### config.mk
export PLATFORM = sky130hd
export DESIGN_NAME = i2c_ctrl_slave
export DESIGN_NICKNAME = d
export VERILOG_FILES = /design/src/rtl/i2cs_pkg.sv /design/src/rtl/i2cs_line_sync.sv /design/src/rtl/i2cs_reg_bank.sv /design/src/rtl/i2cs_bus_engine.sv /design/src/rtl/i2c_ctrl_slave.sv
export SDC_FILE = /design/constraint.sdc
export NUM_CORES = 1
export LEC_CHECK = 0
export BUFFER_PORTS_ARGS = -buffer_cell sky130_fd_sc_hd__buf_2
export CELL_PAD_IN_SITES_DETAIL_PLACEMENT = 1
export CELL_PAD_IN_SITES_GLOBAL_PLACEMENT = 1
export CORE_ASPECT_RATIO = 1.2
export CORE_MARGIN = 4
export CORE_UTILIZATION = 30
export CTS_BUF_LIST = sky130_fd_sc_hd__clkbuf_2 sky130_fd_sc_hd__clkbuf_4 sky130_fd_sc_hd__clkbuf_8
export DETAILED_ROUTE_END_ITERATION = 8
export PLACE_DENSITY = 0.63
export SLEW_MARGIN = 20
export SYNTH_ARGS = -nofsm -noshare
export SYNTH_HDL_FRONTEND = slang
export SYNTH_SLANG_ARGS = --single-unit
### constraint.sdc
create_clock -name clk -period 4.9 [get_ports clk]
set_input_delay 0.735 -clock clk [delete_from_list [all_inputs] [get_ports clk]]
set_output_delay 0.735 -clock clk [all_outputs]
set_load 0.005 [all_outputs]
### src/rtl/i2cs_pkg.sv
package i2cs_pkg;

    localparam int DATA_W   = 8;
    localparam int NUM_REGS = 5;
    localparam int IDX_W    = $clog2(NUM_REGS);
    localparam int LAST_IDX = NUM_REGS - 1;

    // Upper six bits of the device address; bit 0 comes from a strap.
    localparam logic [5:0] DEV_ADDR_HI = 6'b101101;

    // Register indices
    localparam int IDX_MODE  = 0;
    localparam int IDX_ROUTE = 1;

    // Bit positions inside the mode register
    localparam int MODE_BGH_BIT  = 0;
    localparam int MODE_GAIN_BIT = 1;
    localparam int MODE_LVL_BIT  = 2;
    localparam int MODE_PORT_BIT = 3;

    // Bit positions inside the route register
    localparam int ROUTE_MUTE_BIT = 2;
    localparam int ROUTE_SIL_BIT  = 3;

    typedef enum logic [2:0] {
        ST_IDLE,
        ST_ADDR,
        ST_SUB,
        ST_WDATA,
        ST_ACK,
        ST_RDATA,
        ST_RACK
    } bus_state_e;

    typedef struct packed {
        logic              we;
        logic [IDX_W-1:0]  idx;
        logic [DATA_W-1:0] data;
    } reg_wr_t;

    function automatic logic [IDX_W-1:0] idx_next(input logic [IDX_W-1:0] cur);
        if (cur == IDX_W'(LAST_IDX))
            return '0;
        return cur + IDX_W'(1);
    endfunction

    function automatic logic [DATA_W-1:0] reset_value(input int idx,
                                                      input logic mute_n,
                                                      input logic audio_n);
        logic [DATA_W-1:0] v;
        v = '0;
        if (idx == IDX_MODE)
            v[MODE_GAIN_BIT] = ~audio_n;
        if (idx == IDX_ROUTE)
            v[ROUTE_SIL_BIT] = mute_n;
        return v;
    endfunction

endpackage

### src/rtl/i2cs_line_sync.sv
module i2cs_line_sync #(
    parameter int FILT_LEN = 3
) (
    input  logic clk,
    input  logic rst,
    input  logic pin_i,
    output logic level_o,
    output logic rise_o,
    output logic fall_o
);
    logic [1:0]          sync_q;
    logic [FILT_LEN-1:0] hist_q;

    always_ff @(posedge clk) begin
        if (rst) begin
            sync_q  <= 2'b11;
            hist_q  <= '1;
            level_o <= 1'b1;
            rise_o  <= 1'b0;
            fall_o  <= 1'b0;
        end else begin
            sync_q <= {sync_q[0], pin_i};
            hist_q <= {hist_q[FILT_LEN-2:0], sync_q[1]};
            rise_o <= 1'b0;
            fall_o <= 1'b0;
            if ((&hist_q) && !level_o) begin
                level_o <= 1'b1;
                rise_o  <= 1'b1;
            end else if (!(|hist_q) && level_o) begin
                level_o <= 1'b0;
                fall_o  <= 1'b1;
            end
        end
    end

    assert_edge_excl_R3: assert property (@(posedge clk) disable iff (rst)
        !(rise_o && fall_o));

    assert_rise_level_R3: assert property (@(posedge clk) disable iff (rst)
        rise_o |-> level_o);

endmodule

### src/rtl/i2cs_reg_bank.sv
module i2cs_reg_bank
    import i2cs_pkg::*;
(
    input  logic                           clk,
    input  logic                           rst,
    input  logic                           strap_mute_n,
    input  logic                           strap_audio_n,
    input  reg_wr_t                        wr_i,
    output logic [NUM_REGS-1:0][DATA_W-1:0] regs_o
);
    for (genvar gi = 0; gi < NUM_REGS; gi++) begin : g_reg
        always_ff @(posedge clk) begin
            if (rst)
                regs_o[gi] <= reset_value(gi, strap_mute_n, strap_audio_n);
            else if (wr_i.we && (wr_i.idx == IDX_W'(gi)))
                regs_o[gi] <= wr_i.data;
        end
    end

    assert_silence_strap_R6: assert property (@(posedge clk) disable iff (rst)
        $past(rst) |-> (regs_o[IDX_ROUTE][ROUTE_SIL_BIT] == $past(strap_mute_n)));

    assert_gain_strap_R7: assert property (@(posedge clk) disable iff (rst)
        $past(rst) |-> (regs_o[IDX_MODE][MODE_GAIN_BIT] == !$past(strap_audio_n)));

    assert_idle_regs_R10: assert property (@(posedge clk) disable iff (rst)
        !$past(wr_i.we) |-> $stable(regs_o));

endmodule

### src/rtl/i2cs_bus_engine.sv
module i2cs_bus_engine
    import i2cs_pkg::*;
(
    input  logic              clk,
    input  logic              rst,
    input  logic              scl,
    input  logic              scl_rise,
    input  logic              scl_fall,
    input  logic              sda,
    input  logic              sda_rise,
    input  logic              sda_fall,
    input  logic              addr_lsb,
    input  logic [DATA_W-1:0] status_byte,
    input  logic [DATA_W-1:0] count_byte,
    output logic              sda_oe,
    output reg_wr_t           wr_o
);
    bus_state_e        st_q, nxt_q;
    logic [3:0]        cnt_q;
    logic [DATA_W-1:0] rx_q;
    logic [DATA_W-1:0] tx_q;
    logic [IDX_W-1:0]  idx_q;
    logic              cnt_sel_q;
    logic              macked_q;

    logic start_det, stop_det, byte_done, addr_hit;

    assign start_det = sda_fall && scl;
    assign stop_det  = sda_rise && scl;
    assign byte_done = scl_fall && (cnt_q == 4'd8);
    assign addr_hit  = (rx_q[7:1] == {DEV_ADDR_HI, addr_lsb});

    always_ff @(posedge clk) begin
        if (rst) begin
            st_q      <= ST_IDLE;
            nxt_q     <= ST_IDLE;
            cnt_q     <= '0;
            rx_q      <= '0;
            tx_q      <= '0;
            idx_q     <= '0;
            cnt_sel_q <= 1'b0;
            macked_q  <= 1'b0;
            sda_oe    <= 1'b0;
            wr_o      <= '0;
        end else begin
            wr_o.we <= 1'b0;
            if (start_det) begin
                st_q   <= ST_ADDR;
                cnt_q  <= '0;
                sda_oe <= 1'b0;
            end else if (stop_det) begin
                st_q   <= ST_IDLE;
                sda_oe <= 1'b0;
            end else begin
                unique case (st_q)
                    ST_ADDR, ST_SUB, ST_WDATA: begin
                        if (scl_rise && (cnt_q != 4'd8)) begin
                            rx_q  <= {rx_q[DATA_W-2:0], sda};
                            cnt_q <= cnt_q + 4'd1;
                        end else if (byte_done) begin
                            cnt_q <= '0;
                            if (st_q == ST_ADDR) begin
                                if (addr_hit) begin
                                    sda_oe <= 1'b1;
                                    st_q   <= ST_ACK;
                                    if (rx_q[0]) begin
                                        nxt_q     <= ST_RDATA;
                                        tx_q      <= status_byte;
                                        cnt_sel_q <= 1'b1;
                                    end else begin
                                        nxt_q <= ST_SUB;
                                    end
                                end else begin
                                    st_q <= ST_IDLE;
                                end
                            end else if (st_q == ST_SUB) begin
                                if (rx_q <= DATA_W'(LAST_IDX)) begin
                                    idx_q  <= rx_q[IDX_W-1:0];
                                    sda_oe <= 1'b1;
                                    st_q   <= ST_ACK;
                                    nxt_q  <= ST_WDATA;
                                end else begin
                                    st_q <= ST_IDLE;
                                end
                            end else begin
                                wr_o.we   <= 1'b1;
                                wr_o.idx  <= idx_q;
                                wr_o.data <= rx_q;
                                idx_q     <= idx_next(idx_q);
                                sda_oe    <= 1'b1;
                                st_q      <= ST_ACK;
                                nxt_q     <= ST_WDATA;
                            end
                        end
                    end
                    ST_ACK: begin
                        if (scl_fall) begin
                            cnt_q <= '0;
                            if (nxt_q == ST_RDATA)
                                sda_oe <= ~tx_q[DATA_W-1];
                            else
                                sda_oe <= 1'b0;
                            st_q <= nxt_q;
                        end
                    end
                    ST_RDATA: begin
                        if (scl_fall) begin
                            if (cnt_q == 4'd7) begin
                                sda_oe <= 1'b0;
                                st_q   <= ST_RACK;
                            end else begin
                                tx_q   <= {tx_q[DATA_W-2:0], 1'b0};
                                sda_oe <= ~tx_q[DATA_W-2];
                                cnt_q  <= cnt_q + 4'd1;
                            end
                        end
                    end
                    ST_RACK: begin
                        if (scl_rise)
                            macked_q <= ~sda;
                        else if (scl_fall) begin
                            if (macked_q) begin
                                tx_q      <= cnt_sel_q ? count_byte : status_byte;
                                sda_oe    <= cnt_sel_q ? ~count_byte[DATA_W-1]
                                                       : ~status_byte[DATA_W-1];
                                cnt_sel_q <= ~cnt_sel_q;
                                cnt_q     <= '0;
                                st_q      <= ST_RDATA;
                            end else begin
                                st_q <= ST_IDLE;
                            end
                        end
                    end
                    default: ;
                endcase
            end
        end
    end

    assert_idx_range_R5: assert property (@(posedge clk) disable iff (rst)
        idx_q <= IDX_W'(LAST_IDX));

    assert_idx_wrap_R5: assert property (@(posedge clk) disable iff (rst)
        (wr_o.we && (wr_o.idx == IDX_W'(LAST_IDX))) |-> (idx_q == '0));

    assert_no_gc_ack_R2: assert property (@(posedge clk) disable iff (rst)
        (st_q == ST_ADDR && byte_done && !start_det && !stop_det && rx_q[7:1] == 7'd0)
        |=> !sda_oe);

    assert_bad_idx_nack_R4: assert property (@(posedge clk) disable iff (rst)
        (st_q == ST_SUB && byte_done && !start_det && !stop_det
         && rx_q > DATA_W'(LAST_IDX)) |=> (!sda_oe && st_q == ST_IDLE));

    assert_sda_scl_low_R3: assert property (@(posedge clk) disable iff (rst)
        !$stable(sda_oe) |-> !$past(scl));

    assert_stop_idle_R10: assert property (@(posedge clk) disable iff (rst)
        (stop_det && !start_det) |=> (st_q == ST_IDLE && !sda_oe));

endmodule

### src/rtl/i2c_ctrl_slave.sv
module i2c_ctrl_slave
    import i2cs_pkg::*;
#(
    parameter int FILT_LEN = 3
) (
    input  logic       clk,
    input  logic       rst,
    input  logic       scl_i,
    input  logic       sda_i,
    output logic       sda_oe,
    input  logic       addr_sel,
    input  logic       strap_mute_n,
    input  logic       strap_audio_n,
    input  logic [7:0] status_i,
    input  logic [7:0] err_count_i,
    output logic [7:0] mode_reg,
    output logic [7:0] route_reg,
    output logic [7:0] err_hi_lim,
    output logic [7:0] err_lo_lim,
    output logic [7:0] aux_reg,
    output logic       port_out,
    output logic       gain_12db
);
    logic scl_lvl, scl_rise, scl_fall;
    logic sda_lvl, sda_rise, sda_fall;
    reg_wr_t wr;
    logic [NUM_REGS-1:0][DATA_W-1:0] regs;

    i2cs_line_sync #(.FILT_LEN(FILT_LEN)) u_scl_sync (
        .clk(clk), .rst(rst), .pin_i(scl_i),
        .level_o(scl_lvl), .rise_o(scl_rise), .fall_o(scl_fall)
    );

    i2cs_line_sync #(.FILT_LEN(FILT_LEN)) u_sda_sync (
        .clk(clk), .rst(rst), .pin_i(sda_i),
        .level_o(sda_lvl), .rise_o(sda_rise), .fall_o(sda_fall)
    );

    i2cs_bus_engine u_engine (
        .clk(clk), .rst(rst),
        .scl(scl_lvl), .scl_rise(scl_rise), .scl_fall(scl_fall),
        .sda(sda_lvl), .sda_rise(sda_rise), .sda_fall(sda_fall),
        .addr_lsb(addr_sel),
        .status_byte(status_i), .count_byte(err_count_i),
        .sda_oe(sda_oe), .wr_o(wr)
    );

    i2cs_reg_bank u_regs (
        .clk(clk), .rst(rst),
        .strap_mute_n(strap_mute_n), .strap_audio_n(strap_audio_n),
        .wr_i(wr), .regs_o(regs)
    );

    assign mode_reg   = regs[0];
    assign route_reg  = regs[1];
    assign err_hi_lim = regs[2];
    assign err_lo_lim = regs[3];
    assign aux_reg    = regs[4];
    assign port_out   = regs[IDX_MODE][MODE_PORT_BIT];
    assign gain_12db  = regs[IDX_MODE][MODE_GAIN_BIT];

    assert_reset_release_R11: assert property (@(posedge clk) disable iff (rst)
        $past(rst) |-> (!sda_oe && err_hi_lim == 8'h00 && err_lo_lim == 8'h00
                        && aux_reg == 8'h00));

endmodule

==> results_dict.tcl <==
set metrics [dict create \
    n_antenna_cell 0 \
    finalNetCount 605 \
    p_per_area_nw_per_um2 287 \
    holdCritPathClass "reg -> reg" \
    clk_latency_ns 0.38 \
    place.gp.congestion 0.796 \
    worstPathRequired_ns 5.17 \
    setup.worst_path.start_class "flip-flop" \
    ys_ff_latch 100 \
    max_slew_margin_pct 42.5 \
    yosysWarnings 0 \
    r2r-end "u_engine.cnt_q[2]" \
    worstMarginPinSlew_ns 0.857 \
    final_cell_mix "nand2_1, dfxtp_1, buf_2, a21oi_1, nor2_1" \
    dr.pass1.iters 4 \
    avgSynthCellArea_um2 8.18 \
    slew_violations 0 \
    path_max_fanout 27 \
    fp-row-count 47 \
    fill_cells 1717 \
    drc_errors 0 \
    yosysUniqueCellTypes 53 \
    status "completed" \
    viasPerCell 5.09 \
    ys_async_sr_fraction_pct 0 \
    h-tree-depth 3 \
    hpwl_mm 8.55 \
    crit_path_end_kind "flip-flop" \
    crit_family "compound AO/OA/AOI/OAI gates" \
    synth_nets 559 \
    critPathMaxStageDelay_ns 0.88 \
    port-buffer-count 65 \
    cp_slowest_cell "dfxtp_1" \
    fin_tns_setup_ns 0 \
    ioPinCount 66 \
    area_delta_synth_final_pct 13.5 \
    grt.total_usage_pct 14.9 \
    grt_start_max_net_pins 82 \
    synth_edf_count 2 \
    rr_startpoint "u_engine.st_q[1]" \
    ctsHoldBuffers 0 \
    ir_drop_v 0.000127 \
    rrSetupSlack_ns 2.26 \
    grt_pass1_wl_mm 20.1 \
    hold_viol 0 \
    worstPathArrival_ns 2.92 \
    fp.coreArea_um2 14000 \
    dieHeight_um 140 \
    leakagePower_nw 1.92 \
    ys.flop_type "dfxtp_1" \
    max_clock_freq_mhz 378 \
    drtIter0Drc 203 \
    min_to "u_sda_sync.sync_q[1]" \
    crit_type "reg -> reg" \
    post_cts_buffers 0 \
    skew_ns 0.0144 \
    ant_nets 0 \
    rsz0062_at_grt "no" \
    grt-ovfl-total 0 \
    pre_cts_ws_ns 2.32 \
    timing.final.ws_setup_ns 2.26 \
    die_area_um2 16500 \
    yosysSeqAreaShare_pct 46.5 \
    wl_per_cell_um 15.6 \
    start_util_pct 31.1 \
    clock_sinks 100 \
    final_common_cell "nand2_1" \
    fin_area_um2 4940 \
    drive_above_1_share_pct 17.5 \
    period_share_pct 54.0 \
    ctsRootBufferMaster "clkbuf_8" \
    chipWidth_um 118 \
    final.min_clock_period_ns 2.64 \
    hp-start "u_sda_sync.sync_q[0]" \
    antenna_found_initial 0 \
    cts.reportedPaths.clkPinSlew_ns 0.10 \
    syn-cell-area_um2 4350 \
    cp_cell_sequence "nand3b_1, o31ai_1, a211oi_1, a21boi_0, o21ai_0" \
    wl_mm 11.8 \
    first_global_vias 3974 \
    vias 3837 \
    setup_viol 0 \
    tritoncts "done" \
    cp_num_buf_inv 0 \
    min_path_cells 1 \
    postCtsResizedCells 0 \
    dpl_cell_area_um2 4760 \
    netlist_instances 532 \
    cts_made_buffers 9 \
    cap_violations 0 \
    rr_worst_depth 5 \
    clock_path_buffers 2 \
]
## Yosys cell counts (all sizes together), types with 4 or more instances
| cell type | n | share of area [%] |
|---|---|---|
| ha | 4 | 1.2 |
| a211oi | 6 | 1.2 |
| o21ai | 22 | 2.6 |
| nor2 | 49 | 4.2 |
| dfxtp | 98 | 45 |
| nand4 | 11 | 1.6 |
| o211ai | 4 | 0.69 |
| nand3 | 16 | 1.8 |
| nand2b | 4 | 0.57 |
| buf | 7 | 1.1 |
| or2 | 11 | 1.6 |
| mux2i | 27 | 6.2 |
| nor3 | 6 | 1.2 |
| and3 | 5 | 0.72 |
| nand2 | 117 | 10 |
| clkbuf | 24 | 2.1 |
| a21oi | 63 | 7.2 |
| inv | 11 | 0.95 |
| nor3b | 4 | 0.69 |
## metrics by stage
stage	hold slack (ns)	instances	power [W]	util, %
after floorplan	0.389	532	0.000908	-
after global placement	0.391	738	0.000934	34.0
after detailed placement	0.398	738	0.000937	34.0
after CTS	0.420	754	0.00144	35.3
after global routing	0.446	754	0.00148	35.3
final	0.417	754	0.00142	35.3
## state kept, by name (all words and copies together), names as in the netlist, 2 cells and up
register,cells
u_engine.rx_q,8
u_scl_sync.hist_q,3
u_scl_sync.sync_q,2
u_engine.tx_q,8
u_engine.wr_o,12
u_sda_sync.sync_q,2
u_regs.regs_o,40
u_engine.idx_q,3
u_engine.st_q,3
u_engine.cnt_q,4
u_engine.nxt_q,3
u_sda_sync.hist_q,3
## per-layer routing
layer | track usage [%] | part of all wire (%) | vias to the layer above
met5 | 0 | 0 | -
met4 | 5.12 | 1.5 | 0
met3 | 2.74 | 3.3 | 12
met2 | 26.5 | 50 | 69
met1 | 17.9 | 45 | 1838
li1 | - | - | 1918
## worst max path at each step
stage          slack [ns]             start           endpoint  cells after the start
5_1_grt              2.01  u_engine.st_q[1]  u_engine.cnt_q[3]                      5
6_report             2.26  u_engine.st_q[1]  u_engine.cnt_q[2]                      5
2_1_floorplan        2.88          addr_sel   u_engine.tx_q[7]                      6
3_3_place_gp         2.40          addr_sel   u_engine.tx_q[0]                      6
4_1_cts              2.31  u_engine.st_q[1]  u_engine.cnt_q[3]                      5
3_5_place_dp         2.32          addr_sel   u_engine.tx_q[0]                      6
## where the power goes
part	internal, W	total, W	switching, W
registers	0.000822	0.000837	0.0000147
clock network	0.000195	0.000499	0.000305
logic	0.0000314	0.0000815	0.0000501
total	0.00105	0.00142	0.000369
## worst reg2reg max path: cells and delay by family (launching register included)
kind / cells / cell delay [ns]
AOI/OAI and AO/OA: 4 / 1.15
DFF: 1 / 0.88
and+or+nand+nor: 1 / 0.51
## cells by family (layout without fill, tap and decap cells)
kind of cell	after synthesis	count (layout)	synth area share (%)
AOI/OAI and AO/OA	117	117	16.2
xor gates and xnor gates	1	1	0.201
adders and majority gates	4	4	1.15
buffers and inverters	43	94	4.17
DFF	100	100	46.5
muxes	27	27	6.21
and+or+nand+nor	240	240	25.6
## cell type report
cell class	count	area [um^2]	share of cell area (%)
multi-input combinational	389	2150	43.5
sequential	100	2020	41.0
timing repair buffer	66	333	6.74
tap	171	214	4.33
clock buffer	10	131	2.66
inverter	12	45.0	0.912
clock inverter	6	43.8	0.887
Note: power is estimated with default switching activity, not from simulation.
